<file path="src/rtl/adc_tc_pkg.sv">
package adc_tc_pkg;
    localparam int MODE_W = 3;

    typedef enum logic [1:0] {
        SRC_OFF  = 2'd0,
        SRC_SOFT = 2'd1,
        SRC_PACE = 2'd2,
        SRC_PIN  = 2'd3
    } trig_src_e;

    typedef struct packed {
        trig_src_e src;
        logic      irq_en;
        logic      dma_en;
        logic      poll_en;
    } mode_cfg_t;

    localparam logic [MODE_W-1:0] CODE_SOFT_POLL = 3'b001;
    localparam logic [MODE_W-1:0] CODE_TICK_DMA  = 3'b010;
    localparam logic [MODE_W-1:0] CODE_TICK_IRQ  = 3'b110;
endpackage

</file>
<file path="src/rtl/adc_tc_decode.sv">
module adc_tc_decode
    import adc_tc_pkg::*;
(
    input  logic [MODE_W-1:0] mode,
    input  logic              ext_sel,
    output mode_cfg_t         cfg
);
    always_comb begin
        cfg = '{src: SRC_OFF, irq_en: 1'b0, dma_en: 1'b0, poll_en: 1'b0};
        unique case (mode)
            CODE_SOFT_POLL: begin
                if (!ext_sel) begin
                    cfg.src     = SRC_SOFT;
                    cfg.poll_en = 1'b1;
                end
            end
            CODE_TICK_DMA: begin
                cfg.src    = ext_sel ? SRC_PIN : SRC_PACE;
                cfg.dma_en = 1'b1;
            end
            CODE_TICK_IRQ: begin
                cfg.src     = ext_sel ? SRC_PIN : SRC_PACE;
                cfg.irq_en  = 1'b1;
                cfg.poll_en = 1'b1;
            end
            default: ;
        endcase
    end
endmodule

</file>
<file path="src/rtl/adc_tc_edge.sv">
module adc_tc_edge #(
    parameter int STAGES = 2
) (
    input  logic clk,
    input  logic rst_n,
    input  logic din,
    output logic rise
);
    localparam int SH_W = STAGES + 1;

    logic [SH_W-1:0] sh_q;
    logic [SH_W-1:0] sh_d;

    always_comb begin
        sh_d[0] = din;
        for (int i = 1; i < SH_W; i++) begin
            sh_d[i] = sh_q[i-1];
        end
    end

    always_ff @(posedge clk or negedge rst_n) begin
        if (!rst_n) sh_q <= '0;
        else        sh_q <= sh_d;
    end

    assign rise = sh_q[STAGES-1] & ~sh_q[STAGES];
endmodule

</file>
<file path="src/rtl/adc_trig_ctrl.sv">
module adc_trig_ctrl
    import adc_tc_pkg::*;
#(
    parameter int BUS_W     = 8,
    parameter int SYNC_STGS = 2
) (
    input  logic             clk,
    input  logic             rst_n,
    input  logic             mode_we,
    input  logic [BUS_W-1:0] mode_wdata,
    input  logic             ext_sel,
    input  logic             sw_trig,
    input  logic             pacer_tick,
    input  logic             ext_trig,
    input  logic             adc_done,
    input  logic             irq_clr,
    input  logic             data_rd,
    input  logic             dma_ack,
    output logic             adc_start,
    output logic             adc_busy,
    output logic             irq_req,
    output logic             dma_req,
    output logic             poll_en
);
    typedef struct packed {
        logic [MODE_W-1:0] mode;
        logic              start;
        logic              busy;
        logic              irq;
        logic              dma;
    } ctl_state_t;

    ctl_state_t st_q, st_d;
    mode_cfg_t  cfg;
    logic       pin_rise;
    logic       trig_hit;
    logic       accept;
    logic       finish;

    adc_tc_decode u_dec (
        .mode    (st_q.mode),
        .ext_sel (ext_sel),
        .cfg     (cfg)
    );

    adc_tc_edge #(.STAGES(SYNC_STGS)) u_edge (
        .clk   (clk),
        .rst_n (rst_n),
        .din   (ext_trig),
        .rise  (pin_rise)
    );

    always_comb begin
        unique case (cfg.src)
            SRC_SOFT: trig_hit = sw_trig;
            SRC_PACE: trig_hit = pacer_tick;
            SRC_PIN:  trig_hit = pin_rise;
            default:  trig_hit = 1'b0;
        endcase
        accept = trig_hit & ~st_q.busy;
        finish = adc_done & st_q.busy;

        st_d       = st_q;
        st_d.start = accept;
        if (accept)      st_d.busy = 1'b1;
        else if (finish) st_d.busy = 1'b0;

        if (finish && cfg.irq_en)        st_d.irq = 1'b1;
        else if (irq_clr || data_rd)     st_d.irq = 1'b0;

        if (finish && cfg.dma_en)        st_d.dma = 1'b1;
        else if (dma_ack)                st_d.dma = 1'b0;

        if (mode_we) begin
            st_d.mode = mode_wdata[MODE_W-1:0];
            st_d.irq  = 1'b0;
            st_d.dma  = 1'b0;
        end
    end

    always_ff @(posedge clk or negedge rst_n) begin
        if (!rst_n) st_q <= '0;
        else        st_q <= st_d;
    end

    assign adc_start = st_q.start;
    assign adc_busy  = st_q.busy;
    assign irq_req   = st_q.irq;
    assign dma_req   = st_q.dma;
    assign poll_en   = cfg.poll_en;
endmodule

</file>
<file path="config.mk">
export PLATFORM = sky130hd
export DESIGN_NAME = adc_trig_ctrl
export DESIGN_NICKNAME = d
export VERILOG_FILES = /design/src/rtl/adc_tc_pkg.sv /design/src/rtl/adc_tc_decode.sv /design/src/rtl/adc_tc_edge.sv /design/src/rtl/adc_trig_ctrl.sv
export SDC_FILE = /design/constraint.sdc
export NUM_CORES = 1
export LEC_CHECK = 0
export BUFFER_PORTS_ARGS = -buffer_cell sky130_fd_sc_hd__buf_4
export CAP_MARGIN = 30
export CORE_AREA = 2 2 39 41
export CTS_CLUSTER_SIZE = 20
export DETAILED_ROUTE_END_ITERATION = 6
export DIE_AREA = 0 0 41 43
export GPL_ROUTABILITY_DRIVEN = 0
export SYNTH_ARGS = -nofsm -noshare
export SYNTH_HDL_FRONTEND = slang
export SYNTH_SLANG_ARGS = --single-unit
</file>
<file path="constraint.sdc">
create_clock -name clk -period 1.33 [get_ports clk]
set_input_delay 0.1995 -clock clk [delete_from_list [all_inputs] [get_ports clk]]
set_output_delay 0.1995 -clock clk [all_outputs]
set_load 0.005 [all_outputs]
</file>
=== Word-level counts from Yosys, hierarchy flattened ===
Cells that the tools add are included.

* Add/sub/neg operators: 0
* Reduce and logical (&&, ||, !) cells: 7
* $lt $le $gt $ge: 0
* Equal/unequal tests: 6
* $mul: 0
* Shift-type cells: 0
* Div/mod/pow operators: 0
* Bitwise gates (word level): 5
* Multiplexer cells: 15

{| class="wikitable"
|+ Operators by type and width
! cell !! number
|-
| 1-bit two-way mux || 11
|-
| 3-bit nonzero test || 2
|-
| 2-bit == test (second input constant) || 2
|-
| 2-bit case mux with 2 select lines || 1
|-
| 1-bit AND || 3
|-
| 3-bit by 1-bit == test with 1-bit output (second input constant) || 1
|-
| 3-bit by 2-bit == test with 1-bit output (second input constant) || 1
|-
| 3-bit == test (second input constant) || 1
|-
| 1-bit case mux with 3 select lines || 1
|-
| 2-bit by 1-bit == test with 1-bit output (second input constant) || 1
|-
| 1-bit logical AND || 2
|-
| 2-bit two-way mux || 1
|-
| 1-bit inverter || 2
|-
| 1-bit case mux with 2 select lines || 1
|-
| 2-bit nonzero test || 1
|-
| 2-bit OR reduction || 1
|-
| 1-bit logical OR || 1
|}

* Logic and storage cells: 39
* Latch bits: 0
* Bits in read-only memories: 0
* Bits in registers: 10
* Output and inout port bits: 5
* Memory bits (writable): 0
* Memories kept: 0
* Input port bits: 19

=== Logic depth before layout (Yosys ltp) ===
* Depth after elaboration: 7
* Gate-level depth with buffers: 3
* Mapped depth without buffers: 3

=== By module ===
Synthesis repeated with hierarchy kept, for this count alone.

* Cells, all modules: 35
* Area total of the unflattened synthesis: 455.4 um2

{| class="wikitable"
|+ Modules (own cells, without submodules)
! module !! area each (um2) !! seq. area each (um2) !! times used !! cells each
|-
| adc_trig_ctrl || 301.5 || 175.2 || 1 || 25
|-
| adc_tc_edge || 88.8 || 75.1 || 1 || 4
|-
| adc_tc_decode || 65.1 || 0.0 || 1 || 6
|}

=== Worst setup path after synthesis ===
OpenSTA, ideal clock, no wires.

* Path type: reg-to-output
* Start point: register st_q[6] (netlist bit)
* End point: output poll_en
* Slack: 0.319 ns
* Arrival: 0.812 ns
* Required time: 1.131 ns
* Stages on the path, launching flop included: 3
* Buffers on the path: 0
* Path through: dfrtp_1 nor4b_4 a21o_1

* Word-level cells in the longest chain between the ends: 2
* Elaborated cells on any way between the ends: 3
* Those cells by class: eq/ne: 2; mux: 1

{| class="wikitable"
|+ Ends and longest elaborated chain
! what !! RTL line !! source
|-
| start, declared || adc_trig_ctrl.sv:33 || <nowiki>ctl_state_t st_q, st_d;</nowiki>
|-
| start signal, assigned || adc_trig_ctrl.sv:83 || <nowiki>else st_q <= st_d;</nowiki>
|-
| 3-bit == test or 3-bit by 1-bit == test with 1-bit output (tied branches) || adc_tc_decode.sv:10 || <nowiki>unique case (mode)</nowiki>
|-
| 1-bit case mux with 2 select lines * || adc_tc_decode.sv:10 ||
|-
| end, declared || adc_trig_ctrl.sv:23 || <nowiki>output logic poll_en</nowiki>
|}

Every way passes the cells marked *; elsewhere a longest branch is shown, timed or not.

=== Worst setup path after layout ===
* Start point: register st_q[5] (netlist bit)
* End point: output poll_en

The elaborated chain is that of the path after synthesis.

==> metrics.cfg <==
[outcome]
outcome=complete, but fails checks
violations=negative setup slack

[finish]
layout_commonest_cell=buf_4
synthToLayoutAreaGrowth_pct=53.5
multi_input_area_um2=156
drive_gt1_share_pct=50.0
mostFrequentLayoutCells=22 x buf_4, 10 x dfrtp_1, 3 x mux2_1, 3 x clkbuf_4
fill_cells=135
layout.cells.non_filler=72
fin_util_pct=45.4
fin_nets=77
diodes=0
regArea_um2=250

[timing]
timing.final.crit_share_pct=102
rsz0062_at_grt=yes
slew_violations=0
fmax_ghz=0.734
worst_slew_pin_slew_ns=0.210
fin_worst_skew_ns=0.00476
maxSlewHeadroom_pct=85.9
setup_ws_ns=-0.0324
finalCriticalPeriod_ns=1.36
setup_viol=1
holdWs_ns=0.0440
hold_violations=0

[yosys]
synth_nets=49
syn_inst=30
synth_cell_types=16
syn_area_um2=409
synth_top_cell_area_share_pct=61.2
ys_warn_count=0
yosysTopAreaCell=dfrtp_1
ys_seq_area_share_pct=61.2
synth-seq-cells=10
avgSynthCellArea_um2=13.6
netlist_top_cells_area=dfrtp_1 61%, mux2_1 8.3%, nor4b_4 5.8%

[pwr]
power_density_mw_per_mm2=1040
p_leak_nw=0.315
power_mw=0.653
vdd_drop_max_uv=611

[placed_design]
place_hpwl_um=569
numPortBuffers=18
dp_cells=64

[floorplanning]
die_y_um=43
coreArea_mm2=0.00138
rows=14
ios=24
dieArea_mm2=0.00176
chipWidth_um=41
start_util_pct=29.6

[cts]
cts_max_level=1
root_buffer=clkbuf_4
cts_buffer_depth=2
numClockSinks=10
cts_buffers=3
cts_tree=built
clock_latency_ns=0.26
path_clk_slew_ns=0.05

[setup_path]
crit_end=poll_en
path_max_fanout=3
startpoint_type=flip-flop
endpoint_kind=primary output
required_ns=1.13
startpoint=st_q[5]
ff2ff_setup_slack_ns=0.11
arrival_ns=1.16
r2r_cells=5
regToRegEndpoint=adc_busy
worstReg2RegStart=st_q[5]
critical_path_class=flip-flop to primary output

[route]
vias=348
detail-route-antenna-nets=0
first_pass_iters=1
routed_via_density=4.83
routed_wirelength_um=781
drc=0
drtIter0Drc=0
avgRoutedWirePerCell_um=10.8

[global_routing]
antenna_found_initial=0
first_global_vias=305
grt_overflow=0
grt_max_degree=11
grt_usage_pct=10.8
grt_pass1_wl_um=1180

[flow_run]
drv_cap=0

[worst_hold_path]
hold_class=input pin to flip-flop

[cells by family after synthesis]
family / count (synthesis) / synth area share [%]
DFF: 10 / 61.2
buffers and inverters: 1 / 0.917
AOI/OAI and AO/OA: 5 / 7.95
muxes: 3 / 8.26
and+or+nand+nor: 11 / 21.7
[report_power, final]
group          total, mW  switching [mW]  internal, mW  leakage [nW]
Clock              0.197          0.0932         0.104        0.0138
Sequential         0.342          0.0168         0.325         0.125
Combinational      0.114          0.0401        0.0739         0.176
Total              0.653           0.150         0.503         0.315
[per-stage QoR]
stage          area (um^2)  setup TNS (ns)  worst slack (ns)
6_report               628         -0.0324           -0.0324
5_1_grt                628         -0.0952           -0.0952
4_1_cts                621         -0.0508           -0.0508
3_5_place_dp           564               0             0.178
3_3_place_gp           564               0             0.172
2_1_floorplan          409               0             0.319
[sequential cells by signal, indices dropped and copies added, names as in the netlist]
signal       flops
adc_busy         1
adc_start        1
dma_req          1
irq_req          1
st_q             3
u_edge.sh_q      3
[worst min-delay path by stage]
stage,cells after the start,slack (ns),endpoint,startpoint
4_1_cts,1,0.03,u_edge.sh_q[0],ext_trig
2_1_floorplan,0,-0.1,adc_busy,rst_n
6_report,1,0.04,u_edge.sh_q[0],ext_trig
5_1_grt,1,0.02,u_edge.sh_q[0],ext_trig
3_5_place_dp,1,0.03,adc_start,rst_n
3_3_place_gp,1,0.03,adc_start,rst_n
[Yosys cell counts]
cell and number:
nand4_1 1, nor2_1 1, nand3_2 1, inv_1 1, nor2b_1 1, and3b_1 1, o211ai_1 2, dfrtp_1 10
nand2b_1 1, mux2_1 3, nand2_1 2, a21o_1 1, and2b_1 1, nand4b_1 1, a21oi_1 2, nor4b_4 1
[cell type report]
| cell class | count | area share [%] |
|---|---|---|
| Clock buffer | 3 | 3.59 |
| Sequential cell | 10 | 39.8 |
| Inverter | 1 | 0.598 |
| Timing Repair Buffer | 23 | 27.9 |
| Multi-Input combinational cell | 19 | 24.9 |
| Tap cell | 16 | 3.19 |
[timing repair]
| item | CTS | global route |
|---|---|---|
| pin swaps | 2 | 0 |
| hold buffers | 1 | 0 |
| gates resized for setup | 1 | 0 |
| endpoints found under the setup margin | 1 | 1 |
| endpoints found under the hold margin | 10 | 0 |
| setup buffers | 3 | 1 |
[per-layer routing]
layer	vias up	global-route usage, %	share of wire [%]
met5	-	0	0
met2	18	15.3	47
met3	5	7.85	14
li1	162	-	-
met4	0	8.00	2.8
met1	163	10.1	36
[critical path, cell delays in order, from the launching register on]
cell and delay [ns]:
dfrtp_1 0.41, and2b_2 0.22, a21o_1 0.15, buf_4 0.13
No activity file was read; power rests on OpenSTA's default activity.
